**src/rtl/gpo_pkg.sv**
```systemverilog
package gpo_pkg;
  // Strobes from the decode logic to the register datapath
  typedef struct packed {
    logic wrOut;     // full-word write of the output data register
    logic wrSetClr;  // full-word write of the set/clear register
    logic rdOut;     // read select of the output data register
  } gpoStb_t;
endpackage

```
**src/rtl/gpo_ctrl.sv**
```systemverilog
module gpo_ctrl
  import gpo_pkg::*;
#(
  parameter int ADDR_W     = 8,
  parameter int STRB_W     = 4,
  parameter logic [ADDR_W-1:0] OUT_OFS    = 8'h0C,
  parameter logic [ADDR_W-1:0] SETCLR_OFS = 8'h10
) (
  input  logic              clk,
  input  logic              rstN,
  input  logic [ADDR_W-1:0] busAddr,
  input  logic              busWe,
  input  logic [STRB_W-1:0] busStrb,
  output gpoStb_t           stb
);
  logic fullWord;
  logic hitOut;
  logic hitSetClr;

  always_comb begin
    fullWord     = &busStrb;
    hitOut       = (busAddr == OUT_OFS);
    hitSetClr    = (busAddr == SETCLR_OFS);
    stb.wrOut    = busWe && fullWord && hitOut;
    stb.wrSetClr = busWe && fullWord && hitSetClr;
    stb.rdOut    = !busWe && hitOut;
  end

  AST_PARTIAL_NO_WRITE: assert property (@(posedge clk) disable iff (!rstN)
    (busWe && !(&busStrb)) |-> (!stb.wrOut && !stb.wrSetClr));
  AST_ONE_TARGET: assert property (@(posedge clk) disable iff (!rstN)
    $onehot0({stb.wrOut, stb.wrSetClr}));
  AST_UNMAPPED_NO_WRITE: assert property (@(posedge clk) disable iff (!rstN)
    (busAddr != OUT_OFS && busAddr != SETCLR_OFS) |-> !(stb.wrOut || stb.wrSetClr));
endmodule

```
**src/rtl/gpo_datapath.sv**
```systemverilog
module gpo_datapath
  import gpo_pkg::*;
#(
  parameter int PIN_W  = 16,
  parameter int DATA_W = 32
) (
  input  logic              clk,
  input  logic              rstN,
  input  gpoStb_t           stb,
  input  logic [DATA_W-1:0] wdata,
  output logic [DATA_W-1:0] rdata,
  output logic [PIN_W-1:0]  pins
);
  localparam int PAD_W = DATA_W - PIN_W;

  logic [PIN_W-1:0] outQ;
  logic [PIN_W-1:0] outNext;
  logic [PIN_W-1:0] setMask;
  logic [PIN_W-1:0] clrMask;
  logic             pastValid;

  assign setMask = wdata[PIN_W-1:0];
  assign clrMask = wdata[2*PIN_W-1:PIN_W];

  // Per-bit merge: a set request outranks a clear request
  for (genvar b = 0; b < PIN_W; b++) begin : g_bit
    always_comb begin
      if (stb.wrOut)
        outNext[b] = wdata[b];
      else if (stb.wrSetClr && setMask[b])
        outNext[b] = 1'b1;
      else if (stb.wrSetClr && clrMask[b])
        outNext[b] = 1'b0;
      else
        outNext[b] = outQ[b];
    end
  end

  always_ff @(posedge clk) begin
    if (!rstN) outQ <= '0;
    else       outQ <= outNext;
  end

  always_ff @(posedge clk) pastValid <= 1'b1;

  assign pins  = outQ;
  assign rdata = stb.rdOut ? {{PAD_W{1'b0}}, outQ} : '0;

  AST_RESET_ZERO: assert property (@(posedge clk) disable iff (!rstN)
    (pastValid && $past(!rstN)) |-> (outQ == '0));
  AST_SET_APPLIED: assert property (@(posedge clk) disable iff (!rstN)
    stb.wrSetClr |=> ((outQ & $past(setMask)) == $past(setMask)));
  AST_CLR_APPLIED: assert property (@(posedge clk) disable iff (!rstN)
    stb.wrSetClr |=> ((outQ & ($past(clrMask) & ~$past(setMask))) == '0));
  AST_UNNAMED_KEPT: assert property (@(posedge clk) disable iff (!rstN)
    stb.wrSetClr |=> (((outQ ^ $past(outQ)) & ~($past(setMask) | $past(clrMask))) == '0));
  AST_IDLE_HOLD: assert property (@(posedge clk) disable iff (!rstN)
    (!stb.wrOut && !stb.wrSetClr) |=> $stable(outQ));
  AST_LOAD_WORD: assert property (@(posedge clk) disable iff (!rstN)
    stb.wrOut |=> (outQ == $past(wdata[PIN_W-1:0])));
endmodule

```
**src/rtl/gpo_port_reg.sv**
```systemverilog
module gpo_port_reg
  import gpo_pkg::*;
#(
  parameter int ADDR_W = 8,
  parameter int DATA_W = 32,
  parameter int PIN_W  = 16,
  parameter logic [ADDR_W-1:0] OUT_OFS    = 8'h0C,
  parameter logic [ADDR_W-1:0] SETCLR_OFS = 8'h10
) (
  input  logic              clk,
  input  logic              rstN,
  input  logic [ADDR_W-1:0] busAddr,
  input  logic              busWe,
  input  logic [DATA_W/8-1:0] busStrb,
  input  logic [DATA_W-1:0] busWdata,
  output logic [DATA_W-1:0] busRdata,
  output logic [PIN_W-1:0]  pinOut
);
  localparam int STRB_W = DATA_W / 8;

  gpoStb_t stb;

  gpo_ctrl #(
    .ADDR_W(ADDR_W), .STRB_W(STRB_W),
    .OUT_OFS(OUT_OFS), .SETCLR_OFS(SETCLR_OFS)
  ) u_ctrl (
    .clk(clk), .rstN(rstN), .busAddr(busAddr),
    .busWe(busWe), .busStrb(busStrb), .stb(stb)
  );

  gpo_datapath #(.PIN_W(PIN_W), .DATA_W(DATA_W)) u_dp (
    .clk(clk), .rstN(rstN), .stb(stb),
    .wdata(busWdata), .rdata(busRdata), .pins(pinOut)
  );
endmodule

```
**config.mk**
```make
export PLATFORM = sky130hd
export DESIGN_NAME = gpo_port_reg
export DESIGN_NICKNAME = d
export VERILOG_FILES = /design/src/rtl/gpo_pkg.sv /design/src/rtl/gpo_ctrl.sv /design/src/rtl/gpo_datapath.sv /design/src/rtl/gpo_port_reg.sv
export SDC_FILE = /design/constraint.sdc
export NUM_CORES = 1
export LEC_CHECK = 0
export BUFFER_PORTS_ARGS = -buffer_cell sky130_fd_sc_hd__buf_2
export CELL_PAD_IN_SITES_DETAIL_PLACEMENT = 0
export CELL_PAD_IN_SITES_GLOBAL_PLACEMENT = 1
export CORE_MARGIN = 2
export CORE_UTILIZATION = 24
export CTS_CLUSTER_DIAMETER = 120
export CTS_CLUSTER_SIZE = 14
export DETAILED_ROUTE_END_ITERATION = 7
export GPL_ROUTABILITY_DRIVEN = 0
export HOLD_SLACK_MARGIN = 0.06
export PLACE_DENSITY_LB_ADDON = 0.1
export SLEW_MARGIN = 20
export SYNTH_ARGS = -nofsm -noshare
export SYNTH_HDL_FRONTEND = slang
export SYNTH_SLANG_ARGS = --single-unit
```
**constraint.sdc**
```tcl
create_clock -name clk -period 1.9 [get_ports clk]
set_clock_uncertainty 0.15 [all_clocks]
set_input_delay 0.38 -clock clk [delete_from_list [all_inputs] [get_ports clk]]
set_output_delay 0.38 -clock clk [all_outputs]
set_load 0.05 [all_outputs]
```
### Yosys cells after proc, flatten, opt, wreduce, memory -nomap -nowiden

Index checks and enable logic that the tools add are counted.

* equality and inequality tests: 2
* muxes and demuxes: 49
* reductions and logical operators: 54

Operator list (count)
* 2-to-1 mux 1 bit: 48
* nonzero test 3 bit: 16
* logical AND 1 bit: 36
* 2-to-1 mux 16 bit: 1
* equality test 8 x 4 -> 1 bit, second input constant: 1
* equality test 8 x 5 -> 1 bit, second input constant: 1
* AND reduction 4 bit: 1
* logical NOT 1 bit: 1

* register bits after elaboration: 16
* bits of input ports: 47
* output and inout port bits: 48
* word-level logic and storage cells: 121

### Longest topological paths before layout

* depth in word-level cells: 7
* mapped depth: 6
* depth with buffers taken out: 4

### Modules after synthesis

Synthesis repeated with hierarchy kept, for this count alone.

* cell total of the unflattened synthesis: 130
* area total of the unflattened synthesis: 1031.0 um2

By module, submodules not included
* gpo_datapath: times used 1, cells each 121, area an instance 960.9 um2, sequential area each 320.3 um2
* gpo_ctrl: times used 1, cells each 9, area an instance 70.1 um2, sequential area each 0.0 um2

### Worst setup path after synthesis

No wires, ideal clock.

* kind: in2out
* start point: input port busAddr[4]
* end point: output port busRdata[0]
* arrival: 1.552 ns
* required time: 1.370 ns
* slack: -0.182 ns
* cell stages on the path: 5
* buffers on the path: 2
* cells stage by stage: and3b_1 buf_4 and4b_4 clkbuf_2 and2_1

* cells in the longest elaborated chain, start to end: 3

RTL lines
* start: declaration: line gpo_port_reg.sv:12 `input logic [ADDR_W-1:0] busAddr,`
* equality test 8 x 4 -> 1 bit: line gpo_ctrl.sv:22 `hitOut = (busAddr == OUT_OFS);`
* logical AND 1 bit: line gpo_ctrl.sv:26 `stb.rdOut = !busWe && hitOut;`
* 2-to-1 mux 16 bit: line gpo_datapath.sv:47 `assign rdata = stb.rdOut ? {{PAD_W{1'b0}}, outQ} : '0;`
* end: declaration: line gpo_port_reg.sv:16 `output logic [DATA_W-1:0] busRdata,`

Every way passes these cells.

### Worst setup path in the final report

* start point: input port busAddr[4]
* end point: output port busRdata[14]

The elaborated chain is that of the path after synthesis.

==> results.sh <==
export IMPL_ff_latch_area_um2=320.3
export IMPL_cp_required_ns=1.37
export IMPL_wl_per_cell_um=14.10
export IMPL_setup_viol=8
export IMPL_die_w_um=70.06
export IMPL_final_hold_viol_count=0
export IMPL_drive_above_1_share_pct=58.25
export IMPL_hold_ws_ns=0.1830
export IMPL_critical_path_arrival_ns=1.39
export IMPL_coreArea_mm2=0.004264
export IMPL_dp_slack_ns=-0.1370
export IMPL_detail_route_first_pass_iterations=4
export IMPL_synth_distinct_cells=21
export IMPL_hold_path_class="in -> reg"
export IMPL_area_delta_synth_final_pct=65.35
export IMPL_drc=0
export IMPL_die_area_mm2=0.004908
export IMPL_violations="setup timing"
export IMPL_track_usage_pct=14.25
export IMPL_clkSlewWorstSetupHoldPaths_ns=0.07
export IMPL_num_rows=24
export IMPL_ys_ff_latch=16
export IMPL_fin_cells=246
export IMPL_vias_per_cell=4.549
export IMPL_cp_cell_sequence="buf_6, and3b_2, and4b_4, and2_4, buf_8"
export IMPL_synthCells=114
export IMPL_cts_sinks=16
export IMPL_critPathSlowestCell="and4b_4"
export IMPL_cts_root_buf="clkbuf_8"
export IMPL_yosysSeqAreaShare_pct=30.59
export IMPL_nets=242
export IMPL_cap_violations=0
export IMPL_largest_reg_flops=16
export IMPL_max_stage_delay_ns=0.33
export IMPL_first_global_vias=1114
export IMPL_antenna_found_initial=0
export IMPL_grt_pass1_wl_um=5589
export IMPL_r2r_cells=1
export IMPL_fmax_mhz=521.8
export IMPL_syn_area_per_cell_um2=9.186
export IMPL_rsz0062_at_grt="yes"
export IMPL_nFillCells=468
export IMPL_grt_max_degree=18
export IMPL_end_kind="output port"
export IMPL_p_leak_nw=0.9450
export IMPL_diodes=0
export IMPL_num_vias=1119
export IMPL_final_common_cell="buf_2"
export IMPL_yosys_warnings=0
export IMPL_min_path_cells=2
export IMPL_worst_slack_ns=-0.01631
export IMPL_cts_tree="yes"
export IMPL_start_util_pct=24.56
export IMPL_cts_buffer_depth=2
export IMPL_fp_dieH_um=70.06
export IMPL_p_total_w=0.0008210
export IMPL_dp_cells=240
export IMPL_clock_latency_ns=0.25
export IMPL_wirelength_um=3469
export IMPL_cp_max_fo=8
export IMPL_status="complete, but fails checks"
export IMPL_num_io_pins=95
export IMPL_htree_levels=1
export IMPL_hpwlAfterDp_um=2377
export IMPL_slew_viol_final=0
export IMPL_fin_crit_sh_pct=100.9
export IMPL_fin_crit_ns=1.916
export IMPL_path_class="in -> out"
export IMPL_ant_nets=0
export IMPL_fin_setup_tns_ns=-0.08467
export IMPL_cts_made_buffers=3
export IMPL_synth_area_mm2=0.001047
export IMPL_vdd_ir_drop_max_v=0.0002787
export IMPL_drt_iter0_markers=65
export IMPL_grt_ovfl_total=0
export IMPL_power_density_mw_per_mm2=474.1
export IMPL_multi_input_area_um2=656.9
export IMPL_port_buffers=78
export IMPL_start_kind="primary input"
-- metal layers --
layer | vias to the layer above | wire [um] | GRT usage [%]
met1 | 531 | 1394 | 16.98
met4 | 0 | 32 | 4.274
met5 | - | 0 | 0
met3 | 4 | 240 | 3.752
met2 | 45 | 1802 | 24.97
li1 | 539 | - | -
-- power breakdown --
part,internal [W],total (W),switching (W)
Combinational,0.0000623,0.000176,0.000113
Clock,0.000184,0.000310,0.000126
Sequential,0.000335,0.000335,0.0000000479
-- worst paths after layout --
kind,from,end,slack [ns]
min,busWdata[15],u_dp.pins[15],0.18
max reg2reg,u_dp.pins[8],u_dp.pins[8],1.10
max,busAddr[4],busRdata[14],-0.02
min reg2reg,u_dp.pins[12],u_dp.pins[12],0.37
-- worst max-delay path, delay by kind of cell --
family                 cells  cell delay [ns]
AND/OR/NAND/NOR            3             0.77
buffers and inverters      2             0.23
-- final cells by class --
type                            instances  area share (%)
Multi-Input combinational cell         89           37.93
Timing Repair Buffer                   85           36.63
Sequential cell                        16           18.50
Tap cell                               52           3.757
Clock buffer                            4           3.179
-- cells in the mapped netlist --
cell	n	share of area, %
buf_4	18	13
a21o_1	16	11
buf_6	2	2.2
a32o_1	16	15
nor3_2	1	0.96
buf_2	1	0.48
conb_1	1	0.36
clkbuf_2	1	0.48
clkbuf_1	1	0.36
nor2_1	1	0.36
nand2_1	16	5.7
and2_1	16	9.6
nor3b_4	1	1.8
buf_1	1	0.36
and4_1	1	0.84
and4b_4	1	1.3
and3b_1	1	0.84
buf_8	1	1.4
o211a_4	1	1.7
and4_4	1	1.1
dfxtp_1	16	31
-- through the flow --
step / area (um2) / util (%)
CTS: 1683 / 39.47
global placement: 1446 / 33.92
finish: 1732 / 40.61
global route: 1732 / 40.61
floorplan: 1124 / -
detailed placement: 1446 / 33.92
-- kinds of logic (layout without fill, tap and decap cells) --
family	count (synthesis)	in the layout	synth area share (%)
AND/OR/NAND/NOR	39	40	22.46
AO/OA/AOI/OAI	33	33	28.44
buffers and inverters	25	89	18.16
flip-flops	16	16	30.59
other	1	16	0.3581
-- repair_timing --
action                     CTS  global route
hold endpoints to repair     0             0
pin swaps                   10             3
buffers inserted             1             0
resized for setup           53            18
setup endpoints to repair   16            16
hold buffers                 0             0
cloned                       1             0
(Power assumes the default switching activity.)
